[config.mk]
export PLATFORM = sky130hd
export DESIGN_NAME = adcrd_ctrl
export DESIGN_NICKNAME = d
export VERILOG_FILES = /design/src/rtl/adcrd_pkg.sv /design/src/rtl/adcrd_sync.sv /design/src/rtl/adcrd_tmo.sv /design/src/rtl/adcrd_fsm.sv /design/src/rtl/adcrd_ctrl.sv
export SDC_FILE = /design/constraint.sdc
export NUM_CORES = 1
export LEC_CHECK = 0
export BUFFER_PORTS_ARGS = -buffer_cell sky130_fd_sc_hd__clkbuf_2
export CELL_PAD_IN_SITES_DETAIL_PLACEMENT = 1
export CELL_PAD_IN_SITES_GLOBAL_PLACEMENT = 1
export CORE_MARGIN = 2
export CORE_UTILIZATION = 25
export DETAILED_ROUTE_END_ITERATION = 12
export HOLD_SLACK_MARGIN = 0.06
export PLACE_DENSITY_LB_ADDON = 0.05
export SYNTH_ARGS = -nofsm -noshare
export SYNTH_HDL_FRONTEND = slang
export SYNTH_SLANG_ARGS = --single-unit
[constraint.sdc]
create_clock -name clk -period 3.7 [get_ports clk]
set_clock_uncertainty 0.1 [all_clocks]
set_input_delay 0.37 -clock clk [delete_from_list [all_inputs] [get_ports clk]]
set_output_delay 0.37 -clock clk [all_outputs]
set_load 0.03 [all_outputs]
[src/rtl/adcrd_pkg.sv]
// Package: shared state encoding and timing helpers for the read-mode
// ADC handshake controller.
// Assumes: clock frequency in Hz and timeout in ns fit a 64-bit product.
package adcrd_pkg;

    typedef enum logic [2:0] {
        S_IDLE       = 3'd0,
        S_ASSERT_RD  = 3'd1,
        S_WAIT_INT   = 3'd2,
        S_CAPTURE    = 3'd3,
        S_RELEASE_RD = 3'd4,
        S_GAP        = 3'd5
    } adcrd_state_e;

    // Number of clock cycles spanned by a time window, at least one.
    function automatic int tmo_cycles(input longint clk_hz, input longint win_ns);
        longint c;
        c = (clk_hz * win_ns) / 64'd1_000_000_000;
        if (c < 1) c = 1;
        return int'(c);
    endfunction

endpackage

[src/rtl/adcrd_sync.sv]
// Module: multi-stage synchronizer for one asynchronous level.
// Assumes: STAGES >= 2; the input is a slow level, not a short pulse.
// Reset loads RST_VAL into every stage so the output starts idle.
module adcrd_sync #(
    parameter int   STAGES  = 2,
    parameter logic RST_VAL = 1'b1
) (
    input  logic clk,
    input  logic rst_n,
    input  logic d_i,
    output logic q_o
);

    logic [STAGES-1:0] chain_q;

    // Shift the asynchronous level through the flop chain.
    always_ff @(posedge clk) begin
        if (!rst_n) begin
            chain_q <= {STAGES{RST_VAL}};
        end else begin
            chain_q <= {chain_q[STAGES-2:0], d_i};
        end
    end

    assign q_o = chain_q[STAGES-1];

endmodule

[src/rtl/adcrd_tmo.sv]
// Module: conversion timeout counter.
// Counts cycles while run_i is high and flags expiry in the LIMIT-th
// cycle of a run (count LIMIT-1). Clears whenever run_i is low.
// Assumes: LIMIT >= 1.
module adcrd_tmo #(
    parameter int LIMIT = 100
) (
    input  logic clk,
    input  logic rst_n,
    input  logic run_i,
    output logic expired_o
);

    localparam int CW = $clog2(LIMIT + 1);
    localparam logic [CW-1:0] LAST = CW'(LIMIT - 1);

    logic [CW-1:0] cnt_q;

    // Count while running, saturate at the last value, clear when stopped.
    always_ff @(posedge clk) begin
        if (!rst_n) begin
            cnt_q <= '0;
        end else if (run_i) begin
            if (cnt_q != LAST) cnt_q <= cnt_q + 1'b1;
        end else begin
            cnt_q <= '0;
        end
    end

    assign expired_o = run_i && (cnt_q == LAST);

    AST_TMO_FRESH_START: assert property (@(posedge clk) disable iff (!rst_n)
        $rose(run_i) |-> (cnt_q == '0));

endmodule

[src/rtl/adcrd_fsm.sv]
// Module: handshake state machine for a self-timed read-mode converter.
// Drives the read strobe, waits for the synchronized completion line,
// samples the bus one cycle later and releases the strobe. A timeout
// releases the strobe without a result. A restart needs the completion
// line seen high again. All outputs are registered.
// Assumes: int_s_i is already synchronized to clk.
module adcrd_fsm
    import adcrd_pkg::*;
#(
    parameter int DW = 8
) (
    input  logic          clk,
    input  logic          rst_n,
    input  logic          run_i,
    input  logic          int_s_i,
    input  logic          tmo_exp_i,
    input  logic [DW-1:0] db_i,
    input  logic          ofl_n_i,
    output logic          rd_n_o,
    output logic          tmo_run_o,
    output logic          valid_o,
    output logic [DW-1:0] data_o,
    output logic          over_o,
    output logic          err_o
);

    adcrd_state_e st_q, st_nxt;
    logic         rd_n_q, valid_q, over_q, err_q;
    logic [DW-1:0] data_q;
    logic         rd_low_nxt;

    // Next-state decision for the handshake sequence.
    always_comb begin
        st_nxt = st_q;
        case (st_q)
            S_IDLE:       if (run_i && int_s_i) st_nxt = S_ASSERT_RD;
            S_ASSERT_RD:  st_nxt = S_WAIT_INT;
            S_WAIT_INT: begin
                if (!int_s_i)       st_nxt = S_CAPTURE;
                else if (tmo_exp_i) st_nxt = S_RELEASE_RD;
            end
            S_CAPTURE:    st_nxt = S_RELEASE_RD;
            S_RELEASE_RD: st_nxt = S_GAP;
            S_GAP:        st_nxt = S_IDLE;
            default:      st_nxt = S_IDLE;
        endcase
    end

    assign rd_low_nxt = (st_nxt == S_ASSERT_RD) || (st_nxt == S_WAIT_INT)
                     || (st_nxt == S_CAPTURE);

    // State register and registered read strobe.
    always_ff @(posedge clk) begin
        if (!rst_n) begin
            st_q   <= S_IDLE;
            rd_n_q <= 1'b1;
        end else begin
            st_q   <= st_nxt;
            rd_n_q <= !rd_low_nxt;
        end
    end

    // Result capture, valid strobe and timeout error pulse.
    always_ff @(posedge clk) begin
        if (!rst_n) begin
            valid_q <= 1'b0;
            data_q  <= '0;
            over_q  <= 1'b0;
            err_q   <= 1'b0;
        end else begin
            valid_q <= (st_q == S_CAPTURE);
            err_q   <= (st_q == S_WAIT_INT) && int_s_i && tmo_exp_i;
            if (st_q == S_CAPTURE) begin
                data_q <= db_i;
                over_q <= !ofl_n_i;
            end
        end
    end

    assign tmo_run_o = (st_q == S_ASSERT_RD) || (st_q == S_WAIT_INT);
    assign rd_n_o    = rd_n_q;
    assign valid_o   = valid_q;
    assign data_o    = data_q;
    assign over_o    = over_q;
    assign err_o     = err_q;

    AST_START_GATED: assert property (@(posedge clk) disable iff (!rst_n)
        $fell(rd_n_q) |-> $past(run_i && int_s_i));
    AST_RELEASE_CAUSE: assert property (@(posedge clk) disable iff (!rst_n)
        $rose(rd_n_q) |-> $past(!int_s_i || tmo_exp_i));
    AST_VALID_ONE_CYCLE: assert property (@(posedge clk) disable iff (!rst_n)
        valid_q |=> !valid_q);
    AST_VALID_WITH_RELEASE: assert property (@(posedge clk) disable iff (!rst_n)
        valid_q |-> rd_n_q);
    AST_TMO_NO_RESULT: assert property (@(posedge clk) disable iff (!rst_n)
        err_q |-> (!valid_q && rd_n_q));
    AST_NO_RESTART_LOW: assert property (@(posedge clk) disable iff (!rst_n)
        (st_q == S_IDLE && !int_s_i) |=> rd_n_q);
    AST_IDLE_WHEN_STOPPED: assert property (@(posedge clk) disable iff (!rst_n)
        (st_q == S_IDLE && !run_i) |=> rd_n_q);
    AST_DATA_HOLD: assert property (@(posedge clk) disable iff (!rst_n)
        !valid_q |-> ($stable(data_q) && $stable(over_q)));

endmodule

[src/rtl/adcrd_ctrl.sv]
// Module: top of the read-mode ADC handshake controller.
// Ties chip select active, synchronizes the completion line, sizes the
// timeout from CLK_HZ and TMO_NS, and wires the state machine to the
// converter pins and the result outputs.
// Assumes: the converter completes well inside TMO_NS.
module adcrd_ctrl #(
    parameter longint CLK_HZ    = 100_000_000,
    parameter longint TMO_NS    = 1000,
    parameter int     DW        = 8,
    parameter int     SYNC_STG  = 2
) (
    input  logic          clk,
    input  logic          rst_n,
    input  logic          run_i,
    output logic          adc_cs_n_o,
    output logic          adc_rd_n_o,
    input  logic          adc_int_n_i,
    input  logic [DW-1:0] adc_db_i,
    input  logic          adc_ofl_n_i,
    output logic          res_valid_o,
    output logic [DW-1:0] res_data_o,
    output logic          res_over_o,
    output logic          tmo_err_o
);

    localparam int TMO_CYC = adcrd_pkg::tmo_cycles(CLK_HZ, TMO_NS);

    logic int_s;
    logic tmo_run;
    logic tmo_exp;

    assign adc_cs_n_o = 1'b0;

    adcrd_sync #(
        .STAGES  (SYNC_STG),
        .RST_VAL (1'b1)
    ) u_int_sync (
        .clk   (clk),
        .rst_n (rst_n),
        .d_i   (adc_int_n_i),
        .q_o   (int_s)
    );

    adcrd_tmo #(
        .LIMIT (TMO_CYC)
    ) u_tmo (
        .clk       (clk),
        .rst_n     (rst_n),
        .run_i     (tmo_run),
        .expired_o (tmo_exp)
    );

    adcrd_fsm #(
        .DW (DW)
    ) u_fsm (
        .clk       (clk),
        .rst_n     (rst_n),
        .run_i     (run_i),
        .int_s_i   (int_s),
        .tmo_exp_i (tmo_exp),
        .db_i      (adc_db_i),
        .ofl_n_i   (adc_ofl_n_i),
        .rd_n_o    (adc_rd_n_o),
        .tmo_run_o (tmo_run),
        .valid_o   (res_valid_o),
        .data_o    (res_data_o),
        .over_o    (res_over_o),
        .err_o     (tmo_err_o)
    );

endmodule

==> summary.md, run 1 <==
| Metric | Value |
|---|---|
| Worst endpoint required time | `3.80 ns` |
| Setup TNS | `0 ns` |
| Ant diodes | `0` |
| DR vias/cell | `4.58` |
| Synth area leaders | `dfxtp_1 49%, nand2_1 7.7%, a21boi_0 6.9%, nand3_1 3.6%, xor2_1 2.7%` |
| Clock root cell | `clkbuf_8` |
| Int Power | `between 0.3 and 0.4 mW` |
| H-tree levels | `1` |
| Lkg Pwr | `between 0.4 and 0.5 nW` |
| Final setup vio count | `0` |
| Number of buffers created by CTS | `3` |
| Die Y | `roughly 66 um` |
| YS warnings | `0` |
| Pin count of the biggest net entering global routing | `17` |
| Most common cell in the netlist | `dfxtp_1` |
| Post-route cell area | `about 1200 um2` |
| Status | `finished, final reports clean` |
| Initial Utilization | `a little over a quarter` |
| Ranking of synthesized cells by instance count | `24 x dfxtp_1, 20 x nand2_1, 9 x a21boi_0` |
| Worst Setup Start Kind | `flop` |
| Total global routing overflow | `0` |
| Via count | `~800` |
| Nature of the critical path endpoint | `flop` |
| Overall Power | `0.493 mW` |
| Final ANT Viol Nets | `0` |
| Core Area | `about 3700 um2` |
| WL/cell | `about 12 um` |
| CTS Hold Buffers Added | `0` |
| Crit path DAT | `roughly 1.8 ns` |
| Die X | `66.4 um` |
| Initial drt markers | `28` |
| Largest area contributor in the netlist | `dfxtp_1` |
| P_sw | `approximately 0.12 mW` |
| Antenna violations before repair | `0` |
| Drt drc | `0` |
| Min-Delay Path Class | `in2reg` |
| Combinational Power Share | `approximately 8%` |
| Max-cap viol count | `0` |
| RSZ-0062 raised after global routing | `false` |
| # nets final | `around 150` |
| Synthesized area | `approximately 970 um2` |
| Dpl ws | `around 2 ns` |
| Worst-path clk slew | `0.08 ns` |
| Register area share after synthesis | `49.4%` |
| Post-place instance area | `about 1100 um2` |
| Worst vdd ir | `between 0.2 and 0.3 mV` |
| Post-Route WL | `approximately 2100 um` |
| Final hold violation count | `0` |
| Num Clock Sinks | `24` |
| Synth-to-layout area growth | `21.7%` |
| Share of layout cells above drive strength 1 | `a little under a quarter` |
| Worst Setup Path Type | `reg2reg` |
| Sw Ratio | `23.4%` |
| Max FO, Critical Path | `5` |
| Number of standard cells after synthesis | `about 110` |
| Min cycle time layout | `roughly 1.7 ns` |
| Seq pwr share | `a little under three fifths` |
| Post-Layout Cell Count | `178` |
| Hpwl dp | `between 1500 and 2000 um` |
| Fin crit share | `45.9%` |
| Post-Syn Nets | `between 100 and 150` |
| CTS-repair resized insts | `0` |
| Synthesized flop and latch total | `24` |
| F_max | `about 590 MHz` |
| Total GRT Usage | `between 10 and 15%` |
| Worst-skew pair later-pin latency | `approximately 0.27 ns` |
| Clock buffer depth | `2` |
| Final WS setup | `~2 ns` |
| Buffers on Ports | `24` |
| First-pass GRT wire length | `~3700 um` |
| Clock share of power | `36.4%` |
| Main synth FF type | `dfxtp_1` |
| Post-synth ARST share | `0%` |
| Synth cell types | `30` |
| Final max-slew violation count | `0` |
| DR pass1 iterations | `2` |
| Row count | `22` |
| I/O Pins | `26` |
| Post CTS Setup Buffer Count | `0` |
| Vias in the first global route | `around 770` |
| Gpl congestion | `about 0.75` |
| Avg Cell Area, Syn | `about 9.1 um2` |
| Die ar. | `about 4400 um2` |
| Placed instance count | `about 170` |
| Synth top area share | `about half` |
| EDFF count, synth | `0` |
| CTS tree | `yes` |
| Power Density | `about 420 nW/um2` |
==> power groups by stage <==
stage / combinational, mW / clock [mW] / sequential, mW
3_5_place_dp: 0.0406 / 0 / 0.281
5_1_grt: 0.0447 / 0.204 / 0.276
6_report: 0.0394 / 0.179 / 0.274
3_3_place_gp: 0.0405 / 0 / 0.280
4_1_cts: 0.0405 / 0.190 / 0.275
2_1_floorplan: 0.0261 / 0 / 0.281
==> flip-flops by register name (all words and copies together) (netlist names) <==
signal / cells
u_fsm.data_o: 8
u_fsm.err_o: 1
u_fsm.st_q: 3
u_fsm.rd_n_o: 1
u_fsm.over_o: 1
u_fsm.valid_o: 1
u_int_sync.chain_q: 2
u_tmo.cnt_q: 7
==> path summary, 6_finish.rpt <==
kind                              start                     to  slack (ns)  cells after the start
hold / removal              adc_int_n_i  u_int_sync.chain_q[0]        0.18                      2
setup reg to reg         u_tmo.cnt_q[2]            u_fsm.err_o        2.00                      3
setup / recovery         u_tmo.cnt_q[2]            u_fsm.err_o        2.00                      3
hold reg to reg   u_int_sync.chain_q[0]  u_int_sync.chain_q[1]        0.32                      1
==> worst max-delay path, cell delays in order, from the launching register on <==
cell,delay [ns]
dfxtp_1,0.36
or4b_4,0.58
or3_4,0.42
nor3b_2,0.17
==> kinds of logic after synthesis <==
logic type / share of synthesized area, %
xor+xnor: 3.60
flops: 49.4
buf+inv: 2.44
compound gates: 14.8
mux: 1.03
fa+ha+maj: 1.29
simple gates: 27.1
other cells: 0.385
==> stage by stage <==
stage | util [%] | hold slack, ns
after floorplan | - | 0.286
after global placement | 30.4 | 0.297
after detailed placement | 30.4 | 0.300
after CTS | 31.9 | 0.168
after global routing | 31.9 | 0.183
final | 31.9 | 0.177
==> cells in the final DEF, fill, tap and decap left out <==
master    count
clkbuf_2     24
dfxtp_1      24
nand2_1      20
a21boi_0      9
nand3_1       7
a21oi_1       5
nand2b_1      4
o21ai_0       4
nor3_1        4
clkbuf_8      4
xor2_1        3
nor2b_1       2
and3b_1       2
or3_1         2
nor2_1        2
or4b_4        1
o22ai_1       1
nand3b_1      1
xnor2_1       1
mux2i_1       1
nor3b_1       1
or3_4         1
a211oi_1      1
a21boi_1      1
nor3b_2       1
o211a_1       1
and2_1        1
ha_1          1
conb_1        1
==> per-layer routing <==
layer  wire length, um  vias to the layer above  global-route usage (%)  share of wire [%]
li1                  -                      411                       -                  -
met1               943                      384                    13.6                 44
met2              1050                       16                    18.4                 49
met3               100                        4                    3.75                4.7
met4                35                        0                    4.59                1.6
met5                 0                        -                       0                  0
==> final cells by class <==
cell class                 count  area (um2)
clock buffer                   4        55.1
sequential                    24         480
multi-input combinational     78         469
tap                           48        60.1
fill                         439        2530
timing repair buffer          24         120
No activity file was read; power rests on OpenSTA's default activity.
==> run 2: changes to the inputs <==
- clock period: 3.7 -> 1.5 ns (I/O delays scaled with it)
==> run 2 against run 1 <==
  * The run now ends with negative setup slack left
  * Cell count grew 13%
  * Sequential power grew 150%
  * Count of clock-buffer cells in the layout shrank 1
  * First-iteration DRC count grew 21%
  * Combinational power grew to 3.6 times the previous value
  * Via count grew 7.4%
  * Non-clock buffer count grew 23
  * Global-route usage grew 0.92 points
  * Clock power grew to 3.2 times the previous value
  * Sequential share of layout area shrank 6.3 points
  * Register-to-register slack lost 2.1 ns
==> summary.md, run 2 (synthesis results as in run 1) <==
| Metric | Value |
|---|---|
| Status | `finished with violations` |
| Failing checks | `negative setup slack` |
| CTS tree | `yes` |
| Power Density | `about 1000 nW/um2` |
| Final ANT Viol Nets | `0` |
| FF/Latch Area | `~480 um2` |
| Min cycle time layout | `1.58 ns` |
| Initial drt markers | `34` |
| Final max-slew violation count | `0` |
| DR pass1 iterations | `4` |
| CP Cell Sequence | `or4b_4 > or3_4 > nor3b_2` |
| Worst path max stage delay | `0.57 ns` |
| Die Y | `between 60 and 70 um` |
| Core Area | `roughly 3700 um2` |
| Clock buffer depth | `2` |
| Die X | `about 66 um` |
| Largest register FFs | `8` |
| First-pass GRT wire length | `approximately 4200 um` |
| Nature of the critical path endpoint | `flop` |
| WL/cell | `between 10 and 15 um` |
| Layout fillers | `between 400 and 500` |
| Total GRT Usage | `~12%` |
| Row count | `22` |
| Post-Layout Cell Count | `201` |
| Max FO, Critical Path | `5` |
| Share of layout cells above drive strength 1 | `between 30% and 40%` |
| DR vias/cell | `between 4 and 5` |
| Worst vdd ir | `a little over 0.4 mV` |
| Worst-skew pair later-pin latency | `0.27 ns` |
| Most frequent cells in the layout | `24 x clkbuf_2, 22 x dfxtp_1, 20 x nand2_1` |
| # nets final | `between 150 and 200` |
| Area of the multi-input gates | `about 480 um2` |
| I/O Pins | `26` |
| Worst Setup Path Type | `reg2reg` |
| Slowest CP cell | `or4b_4` |
| F_max | `632 MHz` |
| Crit path DAT | `about 1.7 ns` |
| Worst Setup Start Kind | `flop` |
| Num Clock Sinks | `24` |
| Final hold violation count | `0` |
| Buffers on Ports | `24` |
| Min-Delay Path Class | `in2reg` |
| Vias in the first global route | `approximately 940` |
| Final WS setup | `-0.0821 ns` |
| Post-Route WL | `2330 um` |
| Number of buffers created by CTS | `3` |
| Worst-path clk slew | `0.09 ns` |
| Placed instance count | `between 150 and 200` |
| Most common cell after layout, fill and taps aside | `clkbuf_2` |
| H-tree levels | `1` |
| Lkg Pwr | `slightly below 0.6 nW` |
| Via count | `slightly below 900` |
| Worst endpoint required time | `around 1.6 ns` |
| Cell family with the largest share of critical-path delay | `simple AND/OR/NAND/NOR gates` |
| Drt drc | `0` |
| RSZ-0062 raised after global routing | `true` |
| Clock root cell | `clkbuf_8` |
| Synth-to-layout area growth | `44.7%` |
| Die ar. | `4410 um2` |
| Buf+Inv Stages, Crit Path | `0` |
| Antenna violations before repair | `0` |
| Hpwl dp | `roughly 1700 um` |
| Fin crit share | `105%` |
| Ant diodes | `0` |
| Initial Utilization | `26.2%` |
| Final setup vio count | `2` |
| Dpl ws | `-0.0621 ns` |
| Gpl congestion | `between 0.7 and 0.8` |
| Total global routing overflow | `0` |
| Max-cap viol count | `0` |
| Pin count of the biggest net entering global routing | `16` |
-- run 2: power breakdown --
group / internal [mW] / switching [mW]
sequential: 0.656 / 0.0184
combinational: 0.0728 / 0.0672
clock: 0.357 / 0.224
total: 1.09 / 0.310
-- run 2: path summary, 6_finish.rpt --
path                         startpoint                     to  slack (ns)  cells past startpoint
setup / recovery         u_tmo.cnt_q[2]            u_fsm.err_o       -0.08                      3
hold / removal                    rst_n  u_int_sync.chain_q[0]        0.14                      3
setup reg to reg         u_tmo.cnt_q[2]            u_fsm.err_o       -0.08                      3
hold reg to reg   u_int_sync.chain_q[0]  u_int_sync.chain_q[1]        0.31                      1
-- run 2: worst min-delay path: cells and delay by family --
kind	cells	cell delay [ns]
buf+inv	2	0.26
simple gates	1	0.07
-- run 2: area by class of cell --
cell class | count | area share [%]
multi-input cells | 78 | 33.8
clock inverters | 1 | 2.13
clock buffers | 3 | 2.93
flip-flops and latches | 24 | 34.3
well taps | 48 | 4.26
repair buffers | 47 | 22.6
-- run 2: per-layer routing --
layer  global-route usage [%]  vias up  wire length [um]  part of all wire (%)
li1                         -      454                 -                     -
met3                     3.07        2                91                   3.9
met5                        0        -                 0                     0
met2                     20.8       15              1170                    50
met1                     15.3      404              1070                    46
met4                     3.06        0                 7                  0.30
-- run 2: per-stage QoR --
stage	hold WS, ns	area, um2	power (mW)	setup TNS (ns)	util [%]
after CTS	0.146	1400	1.41	-0.168	37.7
after global placement	0.246	1230	0.807	-0.0553	33.1
after detailed placement	0.239	1230	0.807	-0.0986	33.1
after global routing	0.165	1410	1.46	-0.417	37.9
after floorplan	0.123	975	0.756	-0.0108	-
final	0.141	1410	1.39	-0.146	37.9
-- run 2: what timing repair did --
action                     CTS  global route
gates resized for setup      0             2
hold endpoints to repair    10             0
setup buffers                0             0
setup endpoints to repair    4             8
pin swaps                    2             0
hold buffers                10             0
